File: config.mk
export PLATFORM = sky130hd
export DESIGN_NAME = hpi_host_port
export DESIGN_NICKNAME = d
export VERILOG_FILES = /design/src/rtl/hpi_pkg.sv /design/src/rtl/hpi_ctrl_regs.sv /design/src/rtl/hpi_tx_path.sv /design/src/rtl/hpi_rx_path.sv /design/src/rtl/hpi_host_port.sv
export SDC_FILE = /design/constraint.sdc
export NUM_CORES = 1
export LEC_CHECK = 0
export ABC_CLOCK_PERIOD_IN_PS = 1400
export BUFFER_PORTS_ARGS = -buffer_cell sky130_fd_sc_hd__buf_2
export CORE_MARGIN = 1.5
export CORE_UTILIZATION = 40
export DETAILED_ROUTE_END_ITERATION = 8
export PLACE_DENSITY = 0.72
export SLEW_MARGIN = 30
export SYNTH_ARGS = -nofsm -noshare
export SYNTH_HDL_FRONTEND = slang
export SYNTH_SLANG_ARGS = --single-unit
File: constraint.sdc
create_clock -name clk -period 1.4 [get_ports clk]
set_input_delay 0.14 -clock clk [delete_from_list [all_inputs] [get_ports clk]]
set_output_delay 0.14 -clock clk [all_outputs]
set_load 0.005 [all_outputs]
File: src/rtl/hpi_pkg.sv
package hpi_pkg;
  localparam int REG_SLOTS = 4;

  localparam int SLOT_CTRL = 0;
  localparam int SLOT_CVR  = 1;
  localparam int SLOT_STAT = 2;
  localparam int SLOT_IVR  = 3;

  localparam logic [7:0] IVR_RESET = 8'h0F;

  typedef struct packed {
    logic [1:0] mode;
    logic [1:0] hflag;
    logic       tx_ie;
    logic       rx_ie;
  } ctrl_t;
endpackage

File: src/rtl/hpi_ctrl_regs.sv
module hpi_ctrl_regs
  import hpi_pkg::*;
(
  input  logic       clk,
  input  logic       rst_n,
  input  logic       wr_ctrl,
  input  logic       wr_cvr,
  input  logic       wr_ivr,
  input  logic [7:0] wdata,
  input  logic       cmd_ack,
  output ctrl_t      ctrl,
  output logic       init_pulse,
  output logic       cvr_hc,
  output logic [4:0] cvr_vec,
  output logic [7:0] ivr
);
  logic unused_bits;
  assign unused_bits = ^{wdata[2], wdata[6:5]};

  always_ff @(posedge clk or negedge rst_n) begin
    if (!rst_n) begin
      ctrl       <= '0;
      init_pulse <= 1'b0;
    end else begin
      init_pulse <= wr_ctrl & wdata[7];
      if (wr_ctrl) begin
        ctrl.rx_ie <= wdata[0];
        ctrl.tx_ie <= wdata[1];
        ctrl.hflag <= wdata[4:3];
        ctrl.mode  <= wdata[6:5];
      end
    end
  end

  // Vector locked while the command bit is pending.
  always_ff @(posedge clk or negedge rst_n) begin
    if (!rst_n) begin
      cvr_hc  <= 1'b0;
      cvr_vec <= '0;
    end else if (wr_cvr && !cvr_hc) begin
      cvr_hc  <= wdata[7];
      cvr_vec <= wdata[4:0];
    end else if (cmd_ack) begin
      cvr_hc  <= 1'b0;
    end
  end

  always_ff @(posedge clk or negedge rst_n) begin
    if (!rst_n)      ivr <= IVR_RESET;
    else if (wr_ivr) ivr <= wdata;
  end
endmodule

File: src/rtl/hpi_tx_path.sv
module hpi_tx_path #(
  parameter int DATA_BYTES = 4,
  localparam int WORD_W = 8 * DATA_BYTES
) (
  input  logic                  clk,
  input  logic                  rst_n,
  input  logic [DATA_BYTES-1:0] lane_we,
  input  logic [7:0]            wdata,
  input  logic                  init,
  input  logic                  take,
  output logic                  empty,
  output logic [WORD_W-1:0]     word
);
  logic [7:0] lane_q [DATA_BYTES];

  for (genvar b = 0; b < DATA_BYTES; b++) begin : g_lane
    always_ff @(posedge clk or negedge rst_n) begin
      if (!rst_n)          lane_q[b] <= '0;
      else if (lane_we[b]) lane_q[b] <= wdata;
    end
    assign word[8*b +: 8] = lane_q[b];
  end

  // Lane 0 is the least significant byte; its write commits the word.
  always_ff @(posedge clk or negedge rst_n) begin
    if (!rst_n)              empty <= 1'b1;
    else if (init)           empty <= 1'b1;
    else if (lane_we[0])     empty <= 1'b0;
    else if (!empty && take) empty <= 1'b1;
  end
endmodule

File: src/rtl/hpi_rx_path.sv
module hpi_rx_path #(
  parameter int DATA_BYTES = 4,
  localparam int WORD_W = 8 * DATA_BYTES
) (
  input  logic              clk,
  input  logic              rst_n,
  input  logic              in_valid,
  input  logic [WORD_W-1:0] in_data,
  input  logic              rd_lsb,
  input  logic              init,
  output logic              in_ready,
  output logic              full,
  output logic [WORD_W-1:0] word
);
  logic accept;
  assign in_ready = !full;
  assign accept   = in_valid && !full && !init;

  always_ff @(posedge clk or negedge rst_n) begin
    if (!rst_n)      full <= 1'b0;
    else if (init)   full <= 1'b0;
    else if (accept) full <= 1'b1;
    else if (rd_lsb) full <= 1'b0;
  end

  always_ff @(posedge clk or negedge rst_n) begin
    if (!rst_n)      word <= '0;
    else if (accept) word <= in_data;
  end
endmodule

File: src/rtl/hpi_host_port.sv
module hpi_host_port
  import hpi_pkg::*;
#(
  parameter int DATA_BYTES = 4,
  localparam int WORD_W = 8 * DATA_BYTES,
  localparam int ADDR_W = $clog2(REG_SLOTS + DATA_BYTES),
  localparam int LSB_ADDR = REG_SLOTS + DATA_BYTES - 1
) (
  input  logic              clk,
  input  logic              rst_n,
  input  logic              host_wr,
  input  logic              host_rd,
  input  logic [ADDR_W-1:0] host_addr,
  input  logic [7:0]        host_wdata,
  output logic [7:0]        host_rdata,
  output logic              host_req,
  output logic [1:0]        host_flags,
  output logic [1:0]        host_mode,
  output logic              cp_tx_valid,
  input  logic              cp_tx_ready,
  output logic [WORD_W-1:0] cp_tx_data,
  input  logic              cp_rx_valid,
  output logic              cp_rx_ready,
  input  logic [WORD_W-1:0] cp_rx_data,
  input  logic              cp_rx_empty,
  input  logic [1:0]        cp_flags,
  output logic              cmd_req,
  output logic [4:0]        cmd_vec,
  input  logic              cmd_ack
);
  ctrl_t                 ctrl;
  logic                  init_q;
  logic                  cvr_hc;
  logic [7:0]            ivr;
  logic                  tx_empty, rx_full;
  logic [WORD_W-1:0]     rx_word;
  logic [DATA_BYTES-1:0] lane_we;
  logic                  in_data_win;
  logic                  wr_init;
  logic [7:0]            status;

  assign in_data_win = host_addr >= ADDR_W'(REG_SLOTS);
  assign wr_init     = host_wr && host_addr == ADDR_W'(SLOT_CTRL) && host_wdata[7];

  for (genvar k = 0; k < DATA_BYTES; k++) begin : g_we
    assign lane_we[DATA_BYTES-1-k] = host_wr && host_addr == ADDR_W'(REG_SLOTS + k);
  end

  hpi_ctrl_regs u_regs (
    .clk       (clk),
    .rst_n     (rst_n),
    .wr_ctrl   (host_wr && host_addr == ADDR_W'(SLOT_CTRL)),
    .wr_cvr    (host_wr && host_addr == ADDR_W'(SLOT_CVR)),
    .wr_ivr    (host_wr && host_addr == ADDR_W'(SLOT_IVR)),
    .wdata     (host_wdata),
    .cmd_ack   (cmd_ack),
    .ctrl      (ctrl),
    .init_pulse(init_q),
    .cvr_hc    (cvr_hc),
    .cvr_vec   (cmd_vec),
    .ivr       (ivr)
  );

  hpi_tx_path #(.DATA_BYTES(DATA_BYTES)) u_tx (
    .clk    (clk),
    .rst_n  (rst_n),
    .lane_we(lane_we),
    .wdata  (host_wdata),
    .init   (wr_init),
    .take   (cp_tx_ready),
    .empty  (tx_empty),
    .word   (cp_tx_data)
  );

  hpi_rx_path #(.DATA_BYTES(DATA_BYTES)) u_rx (
    .clk     (clk),
    .rst_n   (rst_n),
    .in_valid(cp_rx_valid),
    .in_data (cp_rx_data),
    .rd_lsb  (host_rd && host_addr == ADDR_W'(LSB_ADDR)),
    .init    (wr_init),
    .in_ready(cp_rx_ready),
    .full    (rx_full),
    .word    (rx_word)
  );

  assign cp_tx_valid = !tx_empty;
  assign cmd_req     = cvr_hc;
  assign host_flags  = ctrl.hflag;
  assign host_mode   = ctrl.mode;
  assign host_req    = (ctrl.rx_ie && rx_full) || (ctrl.tx_ie && tx_empty);

  assign status = {host_req, |ctrl.mode, 1'b0, cp_flags,
                   tx_empty && cp_rx_empty, tx_empty, rx_full};

  always_comb begin
    host_rdata = '0;
    if (in_data_win) begin
      for (int k = 0; k < DATA_BYTES; k++)
        if (host_addr == ADDR_W'(REG_SLOTS + k))
          host_rdata = rx_word[8*(DATA_BYTES-1-k) +: 8];
    end else begin
      case (int'(host_addr))
        SLOT_CTRL: host_rdata = {init_q, ctrl.mode, ctrl.hflag, 1'b0, ctrl.tx_ie, ctrl.rx_ie};
        SLOT_CVR:  host_rdata = {cvr_hc, 2'b00, cmd_vec};
        SLOT_STAT: host_rdata = status;
        default:   host_rdata = ivr;
      endcase
    end
  end
endmodule

==> results of run 1 <==
==> worst max path at each step <==
stage | endpoint | slack [ns] | depth (start not counted)
final | host_rdata[0] | -0.41 | 3
after floorplan | u_rx.word[10]$_DFFE_PN0P_ | 0.02 | 4
after global placement | host_rdata[6] | -0.11 | 6
after CTS | host_rdata[0] | -0.43 | 3
after detailed placement | host_rdata[6] | -0.11 | 6
after global routing | host_rdata[0] | -0.48 | 3
==> cell families (layout without fill, tap and decap cells) <==
logic type	after synthesis	count (layout)	synth area share, %
buffers and inverters	21	201	3.23
AO/OA/AOI/OAI	14	14	2.79
multiplexers	102	102	34.4
AND/OR/NAND/NOR	25	25	4.86
flip-flops	87	87	54.7
==> stage by stage <==
| step | cell area, um2 | total power, mW |
|---|---|---|
| after CTS | 5500 | 8.51 |
| after floorplan | 4000 | 5.45 |
| after detailed placement | 4970 | 6.53 |
| after global routing | 5550 | 8.96 |
| final | 5550 | 8.47 |
| after global placement | 4970 | 6.43 |
==> sequential cells by signal, summed over array words and instances (netlist names) <==
signal	flops
u_rx.word	32
u_tx.word	32
u_regs.ivr	8
u_regs.ctrl	6
u_regs.cvr_vec	5
u_regs.cvr_hc	1
u_regs.init_pulse	1
u_rx.full	1
u_tx.empty	1
==> placed cells by master (no fill, tap or decap), types with 2 or more instances in the layout <==
| cell type | instances |
|---|---|
| mux4_2 | 10 |
| nor2b_1 | 2 |
| dlygate4sd3_1 | 25 |
| buf_4 | 43 |
| buf_12 | 6 |
| buf_6 | 6 |
| a21oi_2 | 2 |
| buf_2 | 100 |
| dfstp_2 | 5 |
| clkinv_2 | 2 |
| o31ai_1 | 2 |
| inv_1 | 3 |
| nand2_1 | 3 |
| mux2_2 | 57 |
| dfrtp_1 | 82 |
| clkbuf_8 | 9 |
| nand4b_1 | 2 |
| nand4_1 | 2 |
| nand3_1 | 2 |
| inv_8 | 2 |
| mux2_4 | 34 |
| nand2b_1 | 3 |
| clkinv_4 | 2 |
==> layer usage <==
| layer | routed length, um | vias to the layer above | track usage (%) |
|---|---|---|---|
| met5 | 0 | - | 0 |
| met4 | 122 | 0 | 3.85 |
| met3 | 498 | 11 | 6.44 |
| li1 | - | 1272 | - |
| met1 | 4110 | 1382 | 23.7 |
| met2 | 4920 | 71 | 32.1 |
==> power breakdown <==
part	switching (mW)	total, mW	leakage [nW]	internal (mW)
clock network	0.958	1.63	0.0930	0.668
registers	0.488	3.84	1.03	3.35
logic	0.978	3.01	1.51	2.03
total	2.42	8.47	2.63	6.04
==> critical path: cells and delay by family (launching register included) <==
kind | cells | cell delay (ns)
muxes | 2 | 0.76
DFF | 1 | 0.43
buffers and inverters | 1 | 0.13
==> what timing repair did <==
item | in CTS | in global routing
hold buffers | 22 | 3
hold endpoints to repair | 46 | 3
endpoints found under the setup margin | 39 | 41
pin swaps | 1 | 3
setup buffers | 5 | 2
resized for setup | 15 | 2
cloned | 1 | 0
==> final cells by class <==
class	instances	area (um2)
Clock inverter	7	57.6
Fill cell	844	4180
Multi-Input combinational cell	141	1720
Inverter	4	15.0
Timing Repair Buffer	181	1290
Tap cell	133	166
Sequential cell	87	2180
Clock buffer	9	124
==> results by stage, run 1 <==
Status:
- The final reports fail on setup timing.
- The flow ran to the end, but the final reports show violations.

GRT:
- The overall fraction of global-route tracks in use is 18.9%.
- Entering global routing, the biggest net connects 34 pins.
- The number of antenna violations at the first check in global routing is 0.
- Summed over all layers, the global routing overflow is 0.
- The global-route wire length before repair is 14.7 mm.
- The via count of the first global-routing pass is 2830.

Floorplan:
- For this configuration, the core starts out at a cell density of 41.0%.
- Row generation in the floorplan step produced 36 rows.
- The height of the chip is 103 um.
- In this run the count of I/O pins placed on the die edge is 106.
- The core area is 9730 um2.
- The die extent in x is 103 um.
- The area enclosed by the die boundary is 10600 um2.

STA:
- For the pin with the worst max-slew slack, the measured transition is 0.452 ns.
- Setup repair after global routing could not meet its margin everywhere.
- The aggregate negative setup slack is -6.58 ns.
- Setup violations remaining at the end of the flow were counted as 39.
- Based on the critical path, the design can be clocked at up to 551 MHz.
- The number of hold violations in the final report is 0.
- The smallest clock period supported by the final layout is computed as 1.81 ns.
- The worst-case setup margin in the final layout is -0.415 ns.
- The portion of the clock cycle consumed by the worst path in the final layout is 130%.
- The largest clock skew in the final design is 0.00566 ns.
- The worst hold slack is 0.0147 ns.
- The relative slew slack is 69.9%.
- The count of final max-slew check failures is 0.

Synthesis:
- By count the netlist is led by dfrtp_1 (82), mux2_2 (61), mux2_4 (30).
- Yosys mapped a number of flops with a built-in enable equal to 0.
- The most used flip-flop cell after synthesis is dfrtp_1.
- The number of instances in the synthesized netlist is 249.
- After synthesis, the largest area contributor takes up 51.4% of total cell area.
- The count of warnings emitted by yosys is 0.
- For this run, asynchronously set or reset flops after synthesis account for 100%.
- Synthesis produced a netlist with a net count of 302.
- The number of synthesized register bits is 87.
- The share of the Yosys chip area taken by registers is 54.7%.
- The cell with the most instances after synthesis is dfrtp_1.
- Yosys mapped the design onto 38 distinct sky130hd cell types.
- After synthesis, the mean cell area works out to 16.0 um2.
- After synthesis, the cell types taking the most area are dfrtp_1 (51%), mux2_2 (17%), mux2_4 (11%), mux4_2 (5.6%), dfstp_2 (3.3%).
- Summing every instance area after synthesis gives 3990 um2.
- Summed over all instances, the cell type with the most area after synthesis is dfrtp_1.

Cells and area:
- The layout overhead on the synthesized area is 39.2%.
- The final layout contains 477 nets.
- The number of diodes is 0.
- The post-route netlist has 67.1% of its cells at a drive strength greater than 1.
- The number of standard cells in the layout, taps in and fillers out is 562.
- Cells fill 57.1% of the core in the end.

Place:
- The HPWL after detailed placement is 7.03 mm.
- Prior to clock tree synthesis, the placed netlist has a worst setup slack of -0.108 ns.
- Port buffering added 105 buffers.
- The congestion estimate from routability-driven global placement came to 0.818.
- The post-placement cell count is 513.

Clock network:
- The clock tree synthesis step divided the H-tree into 3 levels.
- The clock tree root driver cell is clkbuf_8.
- The clock latency at the later pin of the worst-skew pair is 0.37 ns.
- The number of buffers on the longest clock path is 2.
- The register clock-pin slew on the reported worst setup and hold paths is 0.09 ns.
- The clock net in this run drives a total of 87 sinks.
- TritonCTS built the clock tree.
- In this run, CTS created clock tree buffers numbering 9.

Critical path:
- The endpoint identified for the worst register-to-register timing path is u_rx.word[1]$_DFFE_PN0P_.
- The worst setup path is captured at an output port.
- Across all register-to-register paths, the minimum setup slack is -0.15 ns.
- At the worst endpoint, the arrival time is 1.67 ns.
- Traced cell by cell, the critical path runs through mux4_2 > mux2_2 > buf_2.
- The worst flop-to-flop path startpoint is u_rx.full$_DFFE_PN0P_.
- The origin of the worst setup path is u_rx.full$_DFFE_PN0P_.
- The standard cell with the maximum stage delay on the critical path is mux4_2.
- The largest single stage delay on the critical path is 0.48 ns.
- Along the worst path, the maximum fanout reaches 4.
- Measured in cells, the most critical reg-to-reg path has a length of 5.
- The category of the worst setup path launch point is a flip-flop.
- STA puts the critical path data required time at 1.26 ns.
- The setup path with the least slack is of type reg2out.

Route:
- The starting DRC count in detailed routing is 65.
- The iteration count of the initial detailed-routing pass is 4.
- For this block, the via count after detailed routing is 2736.
- The post-detailed-routing wire length is 9.65 mm.
- In the routed design, unresolved DRC markers number 0.
- The number of nets with antenna violations after detailed routing is 0.
- The average detailed-routed wire length per instance is 17.2 um.
- The number of vias per cell is 4.87.

Hold path:
- The kind of path behind the tightest hold check is in2reg.
- The path with the worst hold slack has its endpoint at u_rx.word[30]$_DFFE_PN0P_.
- The hold path startpoint is cp_rx_data[30].
- Along the worst hold path, the cell count comes to 2.

Power and ir drop:
- The maximum VDD drop is 834 uV.
- The cell leakage power is 2.63 nW.
- Power spread over the standard cell area amounts to 1530 nW/um2.

Run:
- Max-cap violations in this run came to 0.
Power figures use the tool's default switching activity.
==> run 2, diff against run 1 <==
--- a/config.mk
+++ b/config.mk
@@ -7,6 +7,7 @@
 export LEC_CHECK = 0
 export ABC_CLOCK_PERIOD_IN_PS = 1400
 export BUFFER_PORTS_ARGS = -buffer_cell sky130_fd_sc_hd__buf_2
+export CORE_ASPECT_RATIO = 2
 export CORE_MARGIN = 1.5
 export CORE_UTILIZATION = 40
 export DETAILED_ROUTE_END_ITERATION = 8
==> run 2 against run 1 <==
  * The flow still finishes with violations (setup timing)
  * Fmax grew 2.8%
  * Clock skew grew 0.0039 ns
  * Largest cell class unchanged
  * Power grew 10%
  * Clock power grew 50%
  * Global-route usage grew 1.5 points
==> results by stage, run 2 (synthesis results as in run 1) <==
Power and ir drop:
- Of the total power, registers draw 41.1%.
- The worst-case IR drop observed on VDD is 845 uV.
- The net switching share of the total power is 26.9%.
- Summed over all nets, the switching power comes to 2.50 mW.
- Dividing total power by cell area gives a power density of 1710 nW/um2.
- The clock network power share is 26.2%.
- The combinational share of power is 32.7%.
- For this design the static power due to leakage is 2.59 nW.
- Cell internal power was estimated by the tool at 6.81 mW.

Clock network:
- The clock tree root driver cell is clkbuf_16.
- The TritonCTS sink count is 87.
- The number of clock buffers inserted by TritonCTS is 9.
- The H-tree depth reported by CTS is 3.
- The clock latency at the later pin of the worst-skew pair is 0.34 ns.
- After clock tree synthesis, the clock-pin slew on the worst setup and hold paths is 0.06 ns.
- The clock tree from TritonCTS is done.
- The clock passes through at most 2 buffers.

STA:
- The portion of the clock cycle consumed by the worst path in the final layout is 126%.
- Setup repair after global routing could not meet its margin everywhere.
- For the finished layout, the period the worst path requires is 1.77 ns.
- Setup violations remaining at the end of the flow were counted as 41.
- The number of hold violations in the final report came to 0.
- The count of final max-slew check failures was 0.
- The slew at the pin with the worst max-slew slack is 0.422 ns.
- The worst-case setup margin in the final layout is -0.366 ns.
- The worst hold slack is 0.0276 ns.
- On the final layout, the worst clock skew is 0.00953 ns.
- The worst pin sits at a relative slew slack of 71.9%.
- Timing would allow up to 566 MHz.

Critical path:
- Data arrives at the worst endpoint at 1.63 ns.
- The category of the worst setup path launch point is a flip-flop.
- The worst setup path is of the reg2out kind.
- The required time at the worst-slack endpoint is 1.26 ns.
- The largest driver fanout on the critical path is 2.
- In this run the critical register-to-register path is launched from u_rx.full$_DFFE_PN0P_.
- The kind of end point of the critical path is an output port.
- The most critical setup path has its startpoint at u_rx.word[4]$_DFFE_PN0P_.

Cells and area:
- The combined area of the multi-input logic cells is 1730 um2.
- The largest registers in the layout are u_rx.word (32), u_tx.word (32), u_regs.ivr (8).
- The final net count is 447.
- The share of layout cells above drive strength 1 is 70.9%.
- The total area of sequential cells is 2180 um2.
- The library cells used most frequently in the layout, excluding fill and tap cells, are buf_2 (98), dfrtp_1 (82), mux2_2 (55).
- Relative to the synthesized area, the layout overhead comes to 36.9%.
- The most common cell after layout, fill and taps aside is buf_2.
- The fill cell instance count of the final layout is 828.
- After routing the design area is 5460 um2.

GRT:
- The number of antenna violations at the first check in global routing is 1.
- The first global-routing pass estimated 15.8 mm of wire.
- The via count of the first global-routing pass came to 2996.
- Global routing finished with a remaining overflow of 0.
- The overall fraction of global-route tracks in use is 20.4%.
- Entering global routing, the biggest net connects 31 pins.

Route:
- The average detailed-routed wire length per instance is 18.7 um.
- After detailed routing, the number of vias per cell comes to 5.03.
- The starting DRC count in detailed routing is 89.
- The iteration count of the initial detailed-routing pass is 4.
- In the routed design, unresolved DRC markers number 0.
- The routed via count is 2676.
- For this block, the routed nets add up to 9.96 mm of wire.
- The detail route stage leaves a number of antenna-violating nets equal to 0.

Hold path:
- The kind of path behind the tightest hold check is in2reg.
- The worst hold path begins at cp_rx_data[19].

Floorplan:
- The starting density of the core is 41.1%.
- The die is 144 um tall.
- After floorplanning, the core was sized to cover 9700 um2.
- For this design the top-level I/O count stands at 106.
- The die covers 10600 um2.
- The die extent in x is 73.6 um.
- In this run the core area contains 51 standard-cell rows.

Run:
- The max-capacitance violation count is 0.

Place:
- At the end of routability-driven placement, the weighted congestion stood at 0.880.
- The wire-length estimate of the detail-placed layout is 7.26 mm.
- The number of port buffers is 105.
- The instance area after placement is 4920 um2.

Status:
- The run finished, with violations left.
- The checks that failed: setup timing.
[run 2: changes by cell type in the layout (fill, tap and decap cells not counted), moves of 3 or more]
cell | before | now
dlygate4sd3_1 | 25 | 1
clkbuf_16 | 0 | 9
inv_6 | 0 | 3
buf_4 | 43 | 35
clkbuf_8 | 9 | 0
[run 2: power groups by stage]
stage	clock network, mW	registers (mW)	logic [mW]
floorplan	0	3.74	1.72
global placement	0	3.81	2.56
detailed placement	0	3.87	2.63
CTS	2.49	3.83	3.10
global route	2.61	3.92	3.26
finish	2.44	3.83	3.05
[run 2: timing repair]
item | CTS | global route
setup endpoints to repair | 41 | 41
pin swaps | 3 | 0
hold buffers | 1 | 0
hold endpoints to repair | 23 | 0
cloned | 2 | 0
gates resized for setup | 24 | 2
buffers inserted | 8 | 2
[run 2: final timing paths]
kind / slack (ns) / to / cells past startpoint
min: 0.03 / u_rx.word[19]$_DFFE_PN0P_ / 2
max: -0.37 / host_rdata[4] / 3
min reg2reg: 0.50 / u_tx.word[4]$_DFFE_PN0P_ / 1
max reg2reg: -0.27 / u_rx.word[2]$_DFFE_PN0P_ / 7
max in group asynchronous: 0.54 / u_regs.ivr[3]$_DFFE_PN1P_ / 3
min in group asynchronous: 0.27 / u_regs.ctrl[5]$_DFFE_PN0P_ / 2
[run 2: critical path, cell delays in order, from the launching register on]
cell and delay (ns):
dfrtp_1 0.41, mux4_2 0.48, mux2_4 0.28, buf_6 0.12
[run 2: routing by layer]
layer / wire length, um / GRT usage [%] / vias to the layer above
met5: 0 / 0 / -
met4: 405 / 12.9 / 0
met3: 333 / 2.51 / 23
met2: 5580 / 35.8 / 74
met1: 3640 / 22.5 / 1371
li1: - / - / 1208
[run 2: final cells by class]
cell class | instances | area share [%]
clock buffers | 9 | 4.12
flip-flops and latches | 87 | 40.0
well taps | 132 | 3.02
inverters | 4 | 0.275
diodes | 1 | 0.0458
repair buffers | 151 | 19.4
multi-input cells | 141 | 31.7
clock inverters | 7 | 1.42
[run 2: stage by stage]
stage / cells / worst slack, ns / power [mW] / setup TNS, ns / util [%]
final: 532 / -0.366 / 9.32 / -8.55 / 56.3
after global routing: 532 / -0.387 / 9.79 / -10.23 / 56.3
after CTS: 531 / -0.372 / 9.42 / -9.56 / 56.5
after detailed placement: 504 / -0.322 / 6.50 / -17.04 / 50.7
after global placement: 504 / -0.295 / 6.37 / -15.79 / 50.7
after floorplan: 249 / 0.0161 / 5.45 / 0 / -
==> run 3, diff against run 2 <==
--- a/config.mk
+++ b/config.mk
@@ -12,6 +12,7 @@
 export CORE_UTILIZATION = 40
 export DETAILED_ROUTE_END_ITERATION = 8
 export PLACE_DENSITY = 0.72
+export RECOVER_POWER = 100
 export SLEW_MARGIN = 30
 export SYNTH_ARGS = -nofsm -noshare
 export SYNTH_HDL_FRONTEND = slang
==> run 3 against run 2 <==
  * The run still ends with setup timing left
  * Non-clock buffer count unchanged
  * Clock-buffer cell count unchanged
  * Highest routed layer unchanged
  * Global-route usage unchanged
  * Wire length up 0.10%
  * Largest power group unchanged
  * Largest cell class unchanged
  * Fmax up 0.32%
  * Utilization down 1.1 points
==> results by stage, run 3 (synthesis results as in run 1) <==
Critical path:
- The worst register-to-register path ends at u_rx.word[23]$_DFFE_PN0P_.
- The worst flop-to-flop path startpoint is u_rx.full$_DFFE_PN0P_.
- The worst setup path is captured at an output port.
- At the worst endpoint, the required time is 1.26 ns.
- STA classifies the critical path startpoint as a flip-flop.
- The worst register-to-register path has a setup slack of -0.27 ns.
- Along the worst path, the maximum fanout reaches 2.
- Data on the critical path arrives at its endpoint at 1.62 ns.
- The worst reg-to-reg path cell count is 7.
- The critical path in this run is classified as reg2out.

Cells and area:
- The layout overhead on the synthesized area is 34.2%.
- In the final layout, the registers with the most flip-flops are u_rx.word (32), u_tx.word (32), u_regs.ivr (8).
- The final net count is 447.
- The sequential cells in the finished layout cover a total of 2180 um2.
- The fill cell instance count of the final layout is 859.
- The total non-filler cell area in the finished layout is 5350 um2.
- In the final layout, the multi-input gates occupy 1730 um2.
- The share of layout cells above drive strength 1 is 64.4%.
- The top cell types in the final layout, fill and taps aside, are dfrtp_1 (82), buf_2 (77), mux2_2 (55).
- Leaving out fill and tap cells, the most frequent cell in the layout is dfrtp_1.

Clock network:
- The root buffer cell chosen for the clock tree is clkbuf_16.
- The clock tree from TritonCTS is done.
- The H-tree depth reported by CTS is 3.
- Counting the buffers created by CTS gives 9.
- The tree built by TritonCTS fans out to 87 sinks.
- After clock tree synthesis, the clock-pin slew on the worst setup and hold paths is 0.07 ns.
- The clock latency at the later pin of the worst-skew pair is 0.34 ns.
- In this run the deepest clock path goes through 2 buffers.

Floorplan:
- 106 I/O pins were placed.
- In this run the vertical extent of the chip is 144 um.
- The total area inside the core boundary comes to 9700 um2.
- The number of standard-cell rows in the floorplan is 51.
- For this configuration, the core starts out at a cell density of 41.1%.
- The die extent in x is 73.6 um.
- The die covers 10600 um2.

GRT:
- The via count of the first global-routing pass is 2996.
- The overall fraction of global-route tracks in use is 20.4%.
- The number of antenna violations at the first check in global routing is 1.
- The total congestion overflow after global routing is 0.
- The first global-routing pass estimated 15.8 mm of wire.
- Entering global routing, the biggest net connects 31 pins.

Route:
- The average detailed-routed wire length per instance is 18.7 um.
- The starting DRC count in detailed routing is 105.
- The routed design has 9.97 mm of wire.
- In the routed design, unresolved DRC markers number 0.
- The routed via count is 2690.
- The number of vias per cell is 5.06.
- In this run the remaining antenna-violating nets after routing total 0.
- The iteration count of the initial detailed-routing pass is 4.

STA:
- Final hold analysis gives a worst-case slack of 0.0279 ns.
- The relative slew slack is 50.0%.
- The number of hold violations in the final report was 0.
- The final period demand of the worst path is 1.76 ns.
- The portion of the clock cycle consumed by the worst path in the final layout is 126%.
- Once routing completed, OpenROAD measured the worst setup slack at -0.360 ns.
- For the final database, setup skew stands at 0.00925 ns.
- Setup repair after global routing could not meet its margin everywhere.
- The highest achievable clock rate is 568 MHz.
- The count of final max-slew check failures came to 0.
- The number of setup violations in the final report is 68.
- For the pin with the worst max-slew slack, the measured transition is 0.751 ns.

Hold path:
- The hold path startpoint is cp_rx_data[22].
- The cell depth of the worst min-delay path is 2.
- The worst hold path endpoint is u_rx.word[22]$_DFFE_PN0P_.
- The min-delay analysis places its worst path in the category in2reg.

Power and ir drop:
- The total power divided by cell area is 1730 nW/um2.
- The cell leakage power is 2.48 nW.
- The overall power consumption is 9.25 mW.
- The maximum VDD drop is 848 uV.

Place:
- The instance area after placement is 4920 um2.
- The congestion estimate from routability-driven global placement came to 0.880.
- The number of port buffers is 105.
- The wire-length estimate of the detail-placed layout is 7.26 mm.

Status:
- The checks that failed: setup timing.
- The run finished, with violations left.

Run:
- Max-cap violations in this run came to 0.
## run 3: what timing repair did
item,4_1_cts,5_1_grt
endpoints found under the setup margin,41,41
hold buffers,1,0
setup buffers,8,2
resized for setup,24,2
hold endpoints to repair,23,0
pin swaps,3,0
gates cloned,2,0
## run 3: power by group
group / internal, mW / switching [mW]
clock network: 1.40 / 1.04
logic: 1.99 / 0.990
registers: 3.35 / 0.482
## run 3: final cells by class
| type | count | area share, % |
|---|---|---|
| inverter | 4 | 0.280 |
| clock buffer | 9 | 4.21 |
| timing repair buffer | 151 | 17.8 |
| tap | 132 | 3.08 |
| antenna | 1 | 0.0467 |
| multi-input combinational | 141 | 32.4 |
| sequential | 87 | 40.8 |
| clock inverter | 7 | 1.45 |
## run 3: critical path, cell delays in order (launching register included)
cell and delay (ns):
dfrtp_1 0.40, mux4_2 0.48, mux2_4 0.28, buf_6 0.12
## run 3: worst max-delay path by stage
stage	start	to	slack, ns
finish	u_rx.word[4]$_DFFE_PN0P_	host_rdata[4]	-0.36
global route	u_rx.word[4]$_DFFE_PN0P_	host_rdata[4]	-0.39
CTS	u_rx.word[4]$_DFFE_PN0P_	host_rdata[4]	-0.37
detailed placement	host_addr[0]	host_rdata[6]	-0.32
global placement	host_addr[0]	host_rdata[6]	-0.30
floorplan	u_rx.full$_DFFE_PN0P_	u_rx.word[10]$_DFFE_PN0P_	0.02
## run 3: routing by layer
metal | GRT usage [%] | up-vias | share of wire (%)
li1 | - | 1207 | -
met3 | 2.51 | 24 | 3.2
met4 | 12.9 | 0 | 4.0
met5 | 0 | - | 0
met1 | 22.5 | 1384 | 37
met2 | 35.8 | 75 | 56
## run 3: through the flow
| stage | instances | setup TNS, ns | utilization, % | setup slack (ns) |
|---|---|---|---|---|
| 6_report | 532 | -11.40 | 55.2 | -0.360 |
| 5_1_grt | 532 | -17.03 | 55.2 | -0.387 |
| 4_1_cts | 531 | -9.56 | 56.5 | -0.372 |
| 3_5_place_dp | 504 | -17.04 | 50.7 | -0.322 |
| 3_3_place_gp | 504 | -15.79 | 50.7 | -0.295 |
| 2_1_floorplan | 249 | 0 | - | 0.0161 |
